===== src/rtl/wbb_pkg.sv =====
package wbb_pkg;
  localparam int unsigned SLOT_IDX_W = 4;

  typedef logic [SLOT_IDX_W-1:0] slotIdx_t;

  typedef enum logic [1:0] {
    VICTIM_NONE   = 2'd0,
    VICTIM_SHARED = 2'd1,
    VICTIM_EXCL   = 2'd2
  } victimKind_e;

  typedef enum logic [2:0] {
    SLOT_FREE,
    SLOT_RSVD,
    SLOT_UPPEND,
    SLOT_UPWAIT,
    SLOT_DNPEND
  } slotState_e;

  typedef struct packed {
    logic     bookEn;
    slotIdx_t bookIdx;
    logic     ackEn;
    logic     ackPos;
    slotIdx_t ackIdx;
    slotIdx_t upIdx;
    slotIdx_t dnIdx;
  } wbbStrobe_t;
endpackage


===== src/rtl/wbb_ctrl.sv =====
module wbb_ctrl
  import wbb_pkg::*;
#(
  parameter int unsigned NSLOTS = 4
) (
  input  logic       clk,
  input  logic       rst,
  input  logic       rsvReq,
  output logic       rsvOk,
  input  logic       replyValid,
  input  logic [1:0] replKind,
  input  logic       upperWriteBack,
  output logic       upValid,
  input  logic       upReady,
  output logic       upIsWbReq,
  input  logic       ackValid,
  input  slotIdx_t   ackTag,
  input  logic       ackPositive,
  output logic       dnValid,
  input  logic       dnReady,
  output wbbStrobe_t strobe
);
  localparam int unsigned IDX_W = (NSLOTS > 1) ? $clog2(NSLOTS) : 1;

  slotState_e        stateQ [NSLOTS];
  logic [NSLOTS-1:0] olderQ [NSLOTS];  // olderQ[i][j]: slot j was booked before slot i
  logic [NSLOTS-1:0] needDownQ, upWbQ;
  logic [NSLOTS-1:0] freeVec, rsvdVec, upReq, dnReq;
  logic [IDX_W-1:0]  rsvLocal, bookLocal, upLocal, dnLocal, ackLocal;
  logic [NSLOTS-1:0] bookOneHot;
  logic              bookEn, ackHit;

  genvar g;
  generate
    for (g = 0; g < NSLOTS; g++) begin : g_vec
      assign freeVec[g] = (stateQ[g] == SLOT_FREE);
      assign rsvdVec[g] = (stateQ[g] == SLOT_RSVD);
      assign upReq[g]   = (stateQ[g] == SLOT_UPPEND);
      assign dnReq[g]   = (stateQ[g] == SLOT_DNPEND);
    end
  endgenerate

  always_comb begin
    rsvLocal  = '0;
    bookLocal = '0;
    for (int i = NSLOTS - 1; i >= 0; i--) begin
      if (freeVec[i]) rsvLocal = IDX_W'(i);
      if (rsvdVec[i]) bookLocal = IDX_W'(i);
    end
  end

  always_comb begin
    upLocal = '0;
    dnLocal = '0;
    for (int i = 0; i < NSLOTS; i++) begin
      if (upReq[i] && ((upReq & olderQ[i]) == '0)) upLocal = IDX_W'(i);
      if (dnReq[i] && ((dnReq & olderQ[i]) == '0)) dnLocal = IDX_W'(i);
    end
  end

  assign rsvOk      = |freeVec;
  assign upValid    = |upReq;
  assign dnValid    = |dnReq;
  assign upIsWbReq  = upWbQ[upLocal];
  assign bookEn     = replyValid && (|rsvdVec);
  assign bookOneHot = NSLOTS'(1) << bookLocal;
  assign ackLocal   = ackTag[IDX_W-1:0];
  assign ackHit     = ackValid && (32'(ackTag) < NSLOTS) && (stateQ[ackLocal] == SLOT_UPWAIT);

  always_comb begin
    strobe.bookEn  = bookEn;
    strobe.bookIdx = slotIdx_t'(bookLocal);
    strobe.ackEn   = ackHit;
    strobe.ackPos  = ackPositive;
    strobe.ackIdx  = ackTag;
    strobe.upIdx   = slotIdx_t'(upLocal);
    strobe.dnIdx   = slotIdx_t'(dnLocal);
  end

  // Every event below acts on a slot in a different state, so no two touch the same slot.
  always_ff @(posedge clk) begin
    if (rst) begin
      for (int i = 0; i < NSLOTS; i++) begin
        stateQ[i] <= SLOT_FREE;
        olderQ[i] <= '0;
      end
      needDownQ <= '0;
      upWbQ     <= '0;
    end else begin
      if (rsvReq && rsvOk) stateQ[rsvLocal] <= SLOT_RSVD;
      if (bookEn) begin
        case (replKind)
          VICTIM_SHARED: begin
            stateQ[bookLocal]    <= SLOT_UPPEND;
            needDownQ[bookLocal] <= 1'b0;
            upWbQ[bookLocal]     <= 1'b0;
          end
          VICTIM_EXCL: begin
            stateQ[bookLocal]    <= SLOT_UPPEND;
            needDownQ[bookLocal] <= 1'b1;
            upWbQ[bookLocal]     <= upperWriteBack;
          end
          default: stateQ[bookLocal] <= SLOT_FREE;
        endcase
        olderQ[bookLocal] <= ~bookOneHot;
        for (int j = 0; j < NSLOTS; j++) begin
          if (IDX_W'(j) != bookLocal) olderQ[j][bookLocal] <= 1'b0;
        end
      end
      if (upValid && upReady) begin
        if (upWbQ[upLocal])          stateQ[upLocal] <= SLOT_UPWAIT;
        else if (needDownQ[upLocal]) stateQ[upLocal] <= SLOT_DNPEND;
        else                         stateQ[upLocal] <= SLOT_FREE;
      end
      if (ackHit) stateQ[ackLocal] <= SLOT_DNPEND;
      if (dnValid && dnReady) stateQ[dnLocal] <= SLOT_FREE;
    end
  end
endmodule


===== src/rtl/wbb_datapath.sv =====
module wbb_datapath
  import wbb_pkg::*;
#(
  parameter int unsigned NSLOTS = 4,
  parameter int unsigned ADDR_W = 32,
  parameter int unsigned DATA_W = 64
) (
  input  logic              clk,
  input  logic              rst,
  input  wbbStrobe_t        strobe,
  input  logic [ADDR_W-1:0] replAddr,
  input  logic [DATA_W-1:0] replData,
  input  logic              l2Dirty,
  input  logic [DATA_W-1:0] ackData,
  output logic [ADDR_W-1:0] upAddr,
  output logic [ADDR_W-1:0] dnAddr,
  output logic [DATA_W-1:0] dnData,
  output logic              dnIsWrb
);
  logic [ADDR_W-1:0] addrQ [NSLOTS];
  logic [DATA_W-1:0] dataQ [NSLOTS];
  logic [NSLOTS-1:0] dirtyQ;

  genvar g;
  generate
    for (g = 0; g < NSLOTS; g++) begin : g_slot
      always_ff @(posedge clk) begin
        if (rst) begin
          addrQ[g]  <= '0;
          dataQ[g]  <= '0;
          dirtyQ[g] <= 1'b0;
        end else if (strobe.bookEn && strobe.bookIdx == slotIdx_t'(g)) begin
          addrQ[g]  <= replAddr;
          dataQ[g]  <= replData;
          dirtyQ[g] <= l2Dirty;
        end else if (strobe.ackEn && strobe.ackPos && strobe.ackIdx == slotIdx_t'(g)) begin
          dataQ[g]  <= ackData;
          dirtyQ[g] <= 1'b1;
        end
      end
    end
  endgenerate

  always_comb begin
    upAddr  = '0;
    dnAddr  = '0;
    dnData  = '0;
    dnIsWrb = 1'b0;
    for (int i = 0; i < NSLOTS; i++) begin
      if (strobe.upIdx == slotIdx_t'(i)) upAddr = addrQ[i];
      if (strobe.dnIdx == slotIdx_t'(i)) begin
        dnAddr  = addrQ[i];
        dnData  = dataQ[i];
        dnIsWrb = dirtyQ[i];
      end
    end
  end
endmodule


===== src/rtl/wbb_manager.sv =====
module wbb_manager
  import wbb_pkg::*;
#(
  parameter int unsigned NSLOTS = 4,
  parameter int unsigned ADDR_W = 32,
  parameter int unsigned DATA_W = 64
) (
  input  logic                  clk,
  input  logic                  rst,
  input  logic                  rsvReq,
  output logic                  rsvOk,
  input  logic                  replyValid,
  input  logic [1:0]            replKind,
  input  logic [ADDR_W-1:0]     replAddr,
  input  logic [DATA_W-1:0]     replData,
  input  logic                  l2Dirty,
  input  logic                  upperWriteBack,
  output logic                  upValid,
  input  logic                  upReady,
  output logic                  upIsWbReq,
  output logic [SLOT_IDX_W-1:0] upTag,
  output logic [ADDR_W-1:0]     upAddr,
  input  logic                  ackValid,
  input  logic [SLOT_IDX_W-1:0] ackTag,
  input  logic                  ackPositive,
  input  logic [DATA_W-1:0]     ackData,
  output logic                  dnValid,
  input  logic                  dnReady,
  output logic                  dnIsWrb,
  output logic [ADDR_W-1:0]     dnAddr,
  output logic [DATA_W-1:0]     dnData
);
  wbbStrobe_t strobe;

  wbb_ctrl #(.NSLOTS(NSLOTS)) u_ctrl (
    .clk(clk), .rst(rst), .rsvReq(rsvReq), .rsvOk(rsvOk),
    .replyValid(replyValid), .replKind(replKind), .upperWriteBack(upperWriteBack),
    .upValid(upValid), .upReady(upReady), .upIsWbReq(upIsWbReq),
    .ackValid(ackValid), .ackTag(ackTag), .ackPositive(ackPositive),
    .dnValid(dnValid), .dnReady(dnReady), .strobe(strobe)
  );

  wbb_datapath #(.NSLOTS(NSLOTS), .ADDR_W(ADDR_W), .DATA_W(DATA_W)) u_data (
    .clk(clk), .rst(rst), .strobe(strobe), .replAddr(replAddr), .replData(replData),
    .l2Dirty(l2Dirty), .ackData(ackData), .upAddr(upAddr), .dnAddr(dnAddr),
    .dnData(dnData), .dnIsWrb(dnIsWrb)
  );

  assign upTag = strobe.upIdx;
endmodule


===== config.mk =====
export PLATFORM = sky130hd
export DESIGN_NAME = wbb_manager
export DESIGN_NICKNAME = d
export VERILOG_FILES = /design/src/rtl/wbb_pkg.sv /design/src/rtl/wbb_ctrl.sv /design/src/rtl/wbb_datapath.sv /design/src/rtl/wbb_manager.sv
export SDC_FILE = /design/constraint.sdc
export NUM_CORES = 1
export LEC_CHECK = 0
export ABC_AREA = 0
export BUFFER_PORTS_ARGS = -buffer_cell sky130_fd_sc_hd__buf_2
export CORE_UTILIZATION = 30
export CTS_CLUSTER_DIAMETER = 150
export DETAILED_ROUTE_END_ITERATION = 16
export PLACE_DENSITY_LB_ADDON = 0.25
export SLEW_MARGIN = 20
export SYNTH_ARGS = -nofsm -noshare
export SYNTH_HDL_FRONTEND = slang
export SYNTH_SLANG_ARGS = --single-unit

===== constraint.sdc =====
create_clock -name clk -period 4.3 [get_ports clk]
set_input_delay 0.645 -clock clk [delete_from_list [all_inputs] [get_ports clk]]
set_output_delay 0.645 -clock clk [all_outputs]
set_load 0.03 [all_outputs]

# After elaboration in Yosys (flattened, before gate mapping)
# Memories as Yosys holds them, arrays and structs flattened.
# Cells that the tools add are included.
dict set report word_totals {
  input_bits 176
  regBits 12
  ramBits 412
  output_inout_bits 137
  mem_count 4
  wordCells 315
}
dict set report classes {
  n_lt_le_gt_ge 4
  bitwise_logic 43
  eq_ne 30
  shift 1
  reduce_logical 52
  muxes 175
}
# name words word_bits rd rd_ports_with_merged_regs wr line
set mem_list {}
lappend mem_list {u_data.dataQ 4 64 4 0 4 wbb_datapath.sv:21} ;# logic [DATA_W-1:0] dataQ [NSLOTS];
lappend mem_list {u_data.addrQ 4 32 4 0 4 wbb_datapath.sv:20} ;# logic [ADDR_W-1:0] addrQ [NSLOTS];
lappend mem_list {u_ctrl.olderQ 4 4 3 0 5 wbb_ctrl.sv:26} ;# logic [NSLOTS-1:0] olderQ [NSLOTS];
lappend mem_list {u_ctrl.stateQ 4 3 5 0 5 wbb_ctrl.sv:25} ;# slotState_e stateQ [NSLOTS];
# cell n
set op_table {}
lappend op_table {{two-way mux 64 bit} 12}
lappend op_table {{two-way mux 32 bit} 12}
lappend op_table {{two-way mux 1 bit} 117}
lappend op_table {{logical NOT 4 bit} 10}
lappend op_table {{bitwise AND 4 bit} 8}
lappend op_table {{two-way mux 2 bit} 16}
lappend op_table {{bitwise OR 1 bit} 32}
lappend op_table {{two-way mux 3 bit} 8}
lappend op_table {{logical AND 1 bit} 22}
lappend op_table {{two-way mux 4 bit} 4}
lappend op_table {{one-hot mux 4 bit (2 select lines)} 2}
lappend op_table {{OR reduction 4 bit} 4}
lappend op_table {{equality test 3 x 2 -> 1 bit (second input constant)} 5}
lappend op_table {{equality test 2 bit (second input constant)} 7}
lappend op_table {{equality test 3 x 1 -> 1 bit (second input constant)} 4}
lappend op_table {{equality test 3 bit (second input constant)} 4}
lappend op_table {{logical NOT 3 bit} 4}
lappend op_table {{nonzero test 2 bit} 6}
lappend op_table {{OR reduction 3 bit} 4}
lappend op_table {{equality test 2 x 1 -> 1 bit (second input constant)} 4}
lappend op_table {{equality test 4 x 2 -> 1 bit (second input constant)} 2}
lappend op_table {{NOT 4 bit} 2}
lappend op_table {{< comparator 2 x 3 -> 1 bit (second input constant)} 2}
lappend op_table {{binary-select mux 1 bit (select 2 bit)} 2}
lappend op_table {{11 further kinds} 12}

# Logic depth before layout (Yosys ltp)
# An unclocked memory read counts as a cell.
dict set report depth {
  word_depth 19
  mapped_depth 9
  mapped_depth_nobuf 6
}

# By module
# Synthesis repeated with hierarchy kept, for this count alone.
dict set report hier_totals {
  cells_unflattened 1470
  hier_area_um2 21879.7
}
# mod cells_per_inst area_each_um2 n_inst
set modules_own_cells {}
lappend modules_own_cells {wbb_datapath 1184 19401.1 1}
lappend modules_own_cells {wbb_ctrl 286 2478.6 1}

# Worst setup path after synthesis
# OpenSTA, ideal clock, no wires.
dict set report synth_timing {
  path_type {register to register}
  startpoint {memory u_ctrl.stateQ[1][0] in the netlist's numbering}
  endpoint {memory u_data.dataQ[3][0], enable pin}
  setup_time_ns 0.853
  path_slack_ns 0.429
  n_path_buf 2
  path_stages_with_launch 7
  t_arrival_ns 3.019
  required_ns 3.447
  cell_sequence {dfxtp_1 or3b_2 nand3_1 or2_2 clkbuf_1 clkbuf_1 nand3_1}
}
# element line
set synth_lines {}
lappend synth_lines {{start, declared} wbb_ctrl.sv:25}
lappend synth_lines {{end, declared} wbb_datapath.sv:21}

==> results.sh <==
export IMPL_status="finished, final reports clean"
export IMPL_worstMarginPinSlew_ns=1.02
export IMPL_max_freq_mhz=236
export IMPL_slew_limit_headroom_pct=31.9
export IMPL_cts_sinks=420
export IMPL_area_delta_synth_final_pct=20.6
export IMPL_worstPathArrival_ns=3.60
export IMPL_fin_skew_ns=0.0360
export IMPL_instances_no_fill=2956
export IMPL_syn_area_sq_um=21400
export IMPL_numCtsBuffers=50
export IMPL_start_util_pct=30.5
export IMPL_path_clk_slew_ns=0.06
export IMPL_coreArea_sq_um=70300
export IMPL_whs_ns=0.367
export IMPL_ys_flop_type="edfxtp_1"
export IMPL_ys_warn_count=0
export IMPL_die_h_microns=269
export IMPL_min_period_over_period_pct=98.6
export IMPL_synth_seq_cells=420
export IMPL_cp_required_ns=3.65
export IMPL_clk_path_buf_depth=3
export IMPL_rsz0062_at_grt="yes"
export IMPL_ioPinCount=313
export IMPL_crit_path_end_kind="output pin"
export IMPL_cts_tree="done"
export IMPL_drt_total_wl_microns=72000
export IMPL_vdd_drop_max_v=0.000280
export IMPL_grt_usage_pct=18.8
export IMPL_synthTopCellsByCount="396 x edfxtp_1, 256 x a22o_1, 140 x nor2_1"
export IMPL_fin_ws_ns=0.0586
export IMPL_viasPerCell=5.48
export IMPL_drt_iter0_markers=1094
export IMPL_fill_cells=6871
export IMPL_synthArstFlopShare_pct=0
export IMPL_hpwl_microns=40500
export IMPL_power_mw=9.93
export IMPL_finalHoldViolCount=0
export IMPL_cp_max_fo=34
export IMPL_period_needed_ns=4.24
export IMPL_grt_overflow=0
export IMPL_highest_layer="met5"
export IMPL_synth_distinct_cells=70
export IMPL_wl_per_cell_microns=24.4
export IMPL_io_buffers=310
export IMPL_synth_edff_count=396
export IMPL_synthMostInstantiatedCell="edfxtp_1"
export IMPL_setup_viol=0
export IMPL_wl_met1_microns=30900
export IMPL_root_buffer="clkbuf_16"
export IMPL_final_nets=2139
export IMPL_synth_top_area_share_pct=55.5
export IMPL_htreeDepth=2
export IMPL_ant_nets=0
export IMPL_dieArea_sq_um=72400
export IMPL_synthCells=1709
export IMPL_avgSynthCellArea_sq_um=12.5
export IMPL_powerDensity_nw_per_um2=385
export IMPL_start_kind="flip-flop"
export IMPL_drc=0
export IMPL_final_max_slew_viol_count=0
export IMPL_worstSkewPairLatency_ns=0.60
export IMPL_criticalPathCategory="flip-flop to output pin"
export IMPL_synth_seq_area_share_pct=57.8
export IMPL_worst_hold_path_type="input port to flip-flop"
export IMPL_leakage_nw=10.2
export IMPL_grt_pass1_vias=16188
export IMPL_antenna_found_initial=26
export IMPL_grt_pass1_wl_microns=104000
export IMPL_cts_hold_buf=0
export IMPL_dp_slack_ns=0.727
export IMPL_die_x_microns=269
export IMPL_synth_area_top_cells="edfxtp_1 56%, a22o_1 10%, mux2i_1 5.0%"
export IMPL_yosysTopAreaCell="edfxtp_1"
export IMPL_dpl_cell_count=2846
export IMPL_vias=16201
export IMPL_fp_row_count=97
export IMPL_grt_start_max_net_pins=122
export IMPL_drive_gt1_share_pct=24.2
export IMPL_gp_congestion=0.828
export IMPL_final_util_pct=36.7
export IMPL_dr_pass1_iters=5
export IMPL_dr_wl_met3_microns=5240
export IMPL_maxCapViolations=0
export IMPL_met2WireLength_microns=34200
## sequential cells by signal, summed over array words and instances, names as in the netlist, named ones only
signal         flops
u_ctrl.olderQ     12
u_data.dirtyQ      4
u_data.addrQ     128
u_data.dataQ     256
u_ctrl.stateQ     12
u_ctrl.upWbQ       4
## kinds of logic after synthesis
family                   after synthesis  synth area share, %
multiplexers                         108                 5.05
flip-flops                           420                 57.8
AND/OR/NAND/NOR                      398                 10.7
adder cells (fa/ha/maj)                1               0.0584
other                                  1               0.0175
AO/OA/AOI/OAI                        600                 22.6
buffers and inverters                181                 3.86
## final timing paths
kind,startpoint,to,slack [ns],depth (start not counted)
worst max-delay path,u_ctrl.stateQ[2][1],upAddr[3],0.06,6
worst min-delay path,replAddr[3],u_data.addrQ[1][3],0.37,2
worst max register to register,u_ctrl.stateQ[1][0],u_data.dataQ[1][56],1.09,6
worst min register to register,flip-flop,flip-flop,0.48,2
## per-stage QoR
stage | setup TNS [ns] | cell area [sq um]
2_1_floorplan | 0 | 21400
3_3_place_gp | 0 | 24100
3_5_place_dp | 0 | 24100
4_1_cts | 0 | 25700
5_1_grt | -0.142 | 25800
6_report | 0 | 25800
## worst max-delay path, cell delays in order, from the launching register on
cell,delay (ns)
dfxtp_1,0.58
or4b_4,0.56
nor4_4,0.37
buf_4,0.57
a22oi_1,0.18
o21ai_0,0.44
buf_2,0.29
## what timing repair did
action,CTS,global route
endpoints found under the setup margin,0,39
gates resized for setup,0,10
buffers inserted,0,1
## area by class of cell
type	instances	area (sq um)	share of cell area, %
repair buffers	364	2230	8.62
diodes	15	37.5	0.145
multi-input cells	1114	8380	32.5
well taps	940	1180	4.56
flip-flops and latches	420	12400	47.9
inverters	12	45.0	0.175
clock buffers	64	1300	5.05
clock inverters	27	265	1.03
## report_power, final
part	internal, mW	switching (mW)	total, mW
registers	4.67	0.0859	4.76
logic	0.332	0.690	1.02
clock network	2.39	1.77	4.15
total	7.39	2.54	9.93
## cell usage in the layout, fill, tap and decap left out, drive strengths merged, types with 56 or more instances in the layout
| cell | count |
|---|---|
| edfxtp | 396 |
| buf | 362 |
| a22o | 256 |
| nor2 | 142 |
| mux2i | 108 |
| a211oi | 104 |
| and2 | 103 |
| a21o | 101 |
| clkbuf | 65 |
| a22oi | 56 |
## layer usage
layer  vias up  GRT usage (%)
li1       7318              -
met1      8132           24.7
met2       619           30.7
met3       114           4.27
met4        18           5.85
met5         -              0
(Power assumes the default switching activity.)
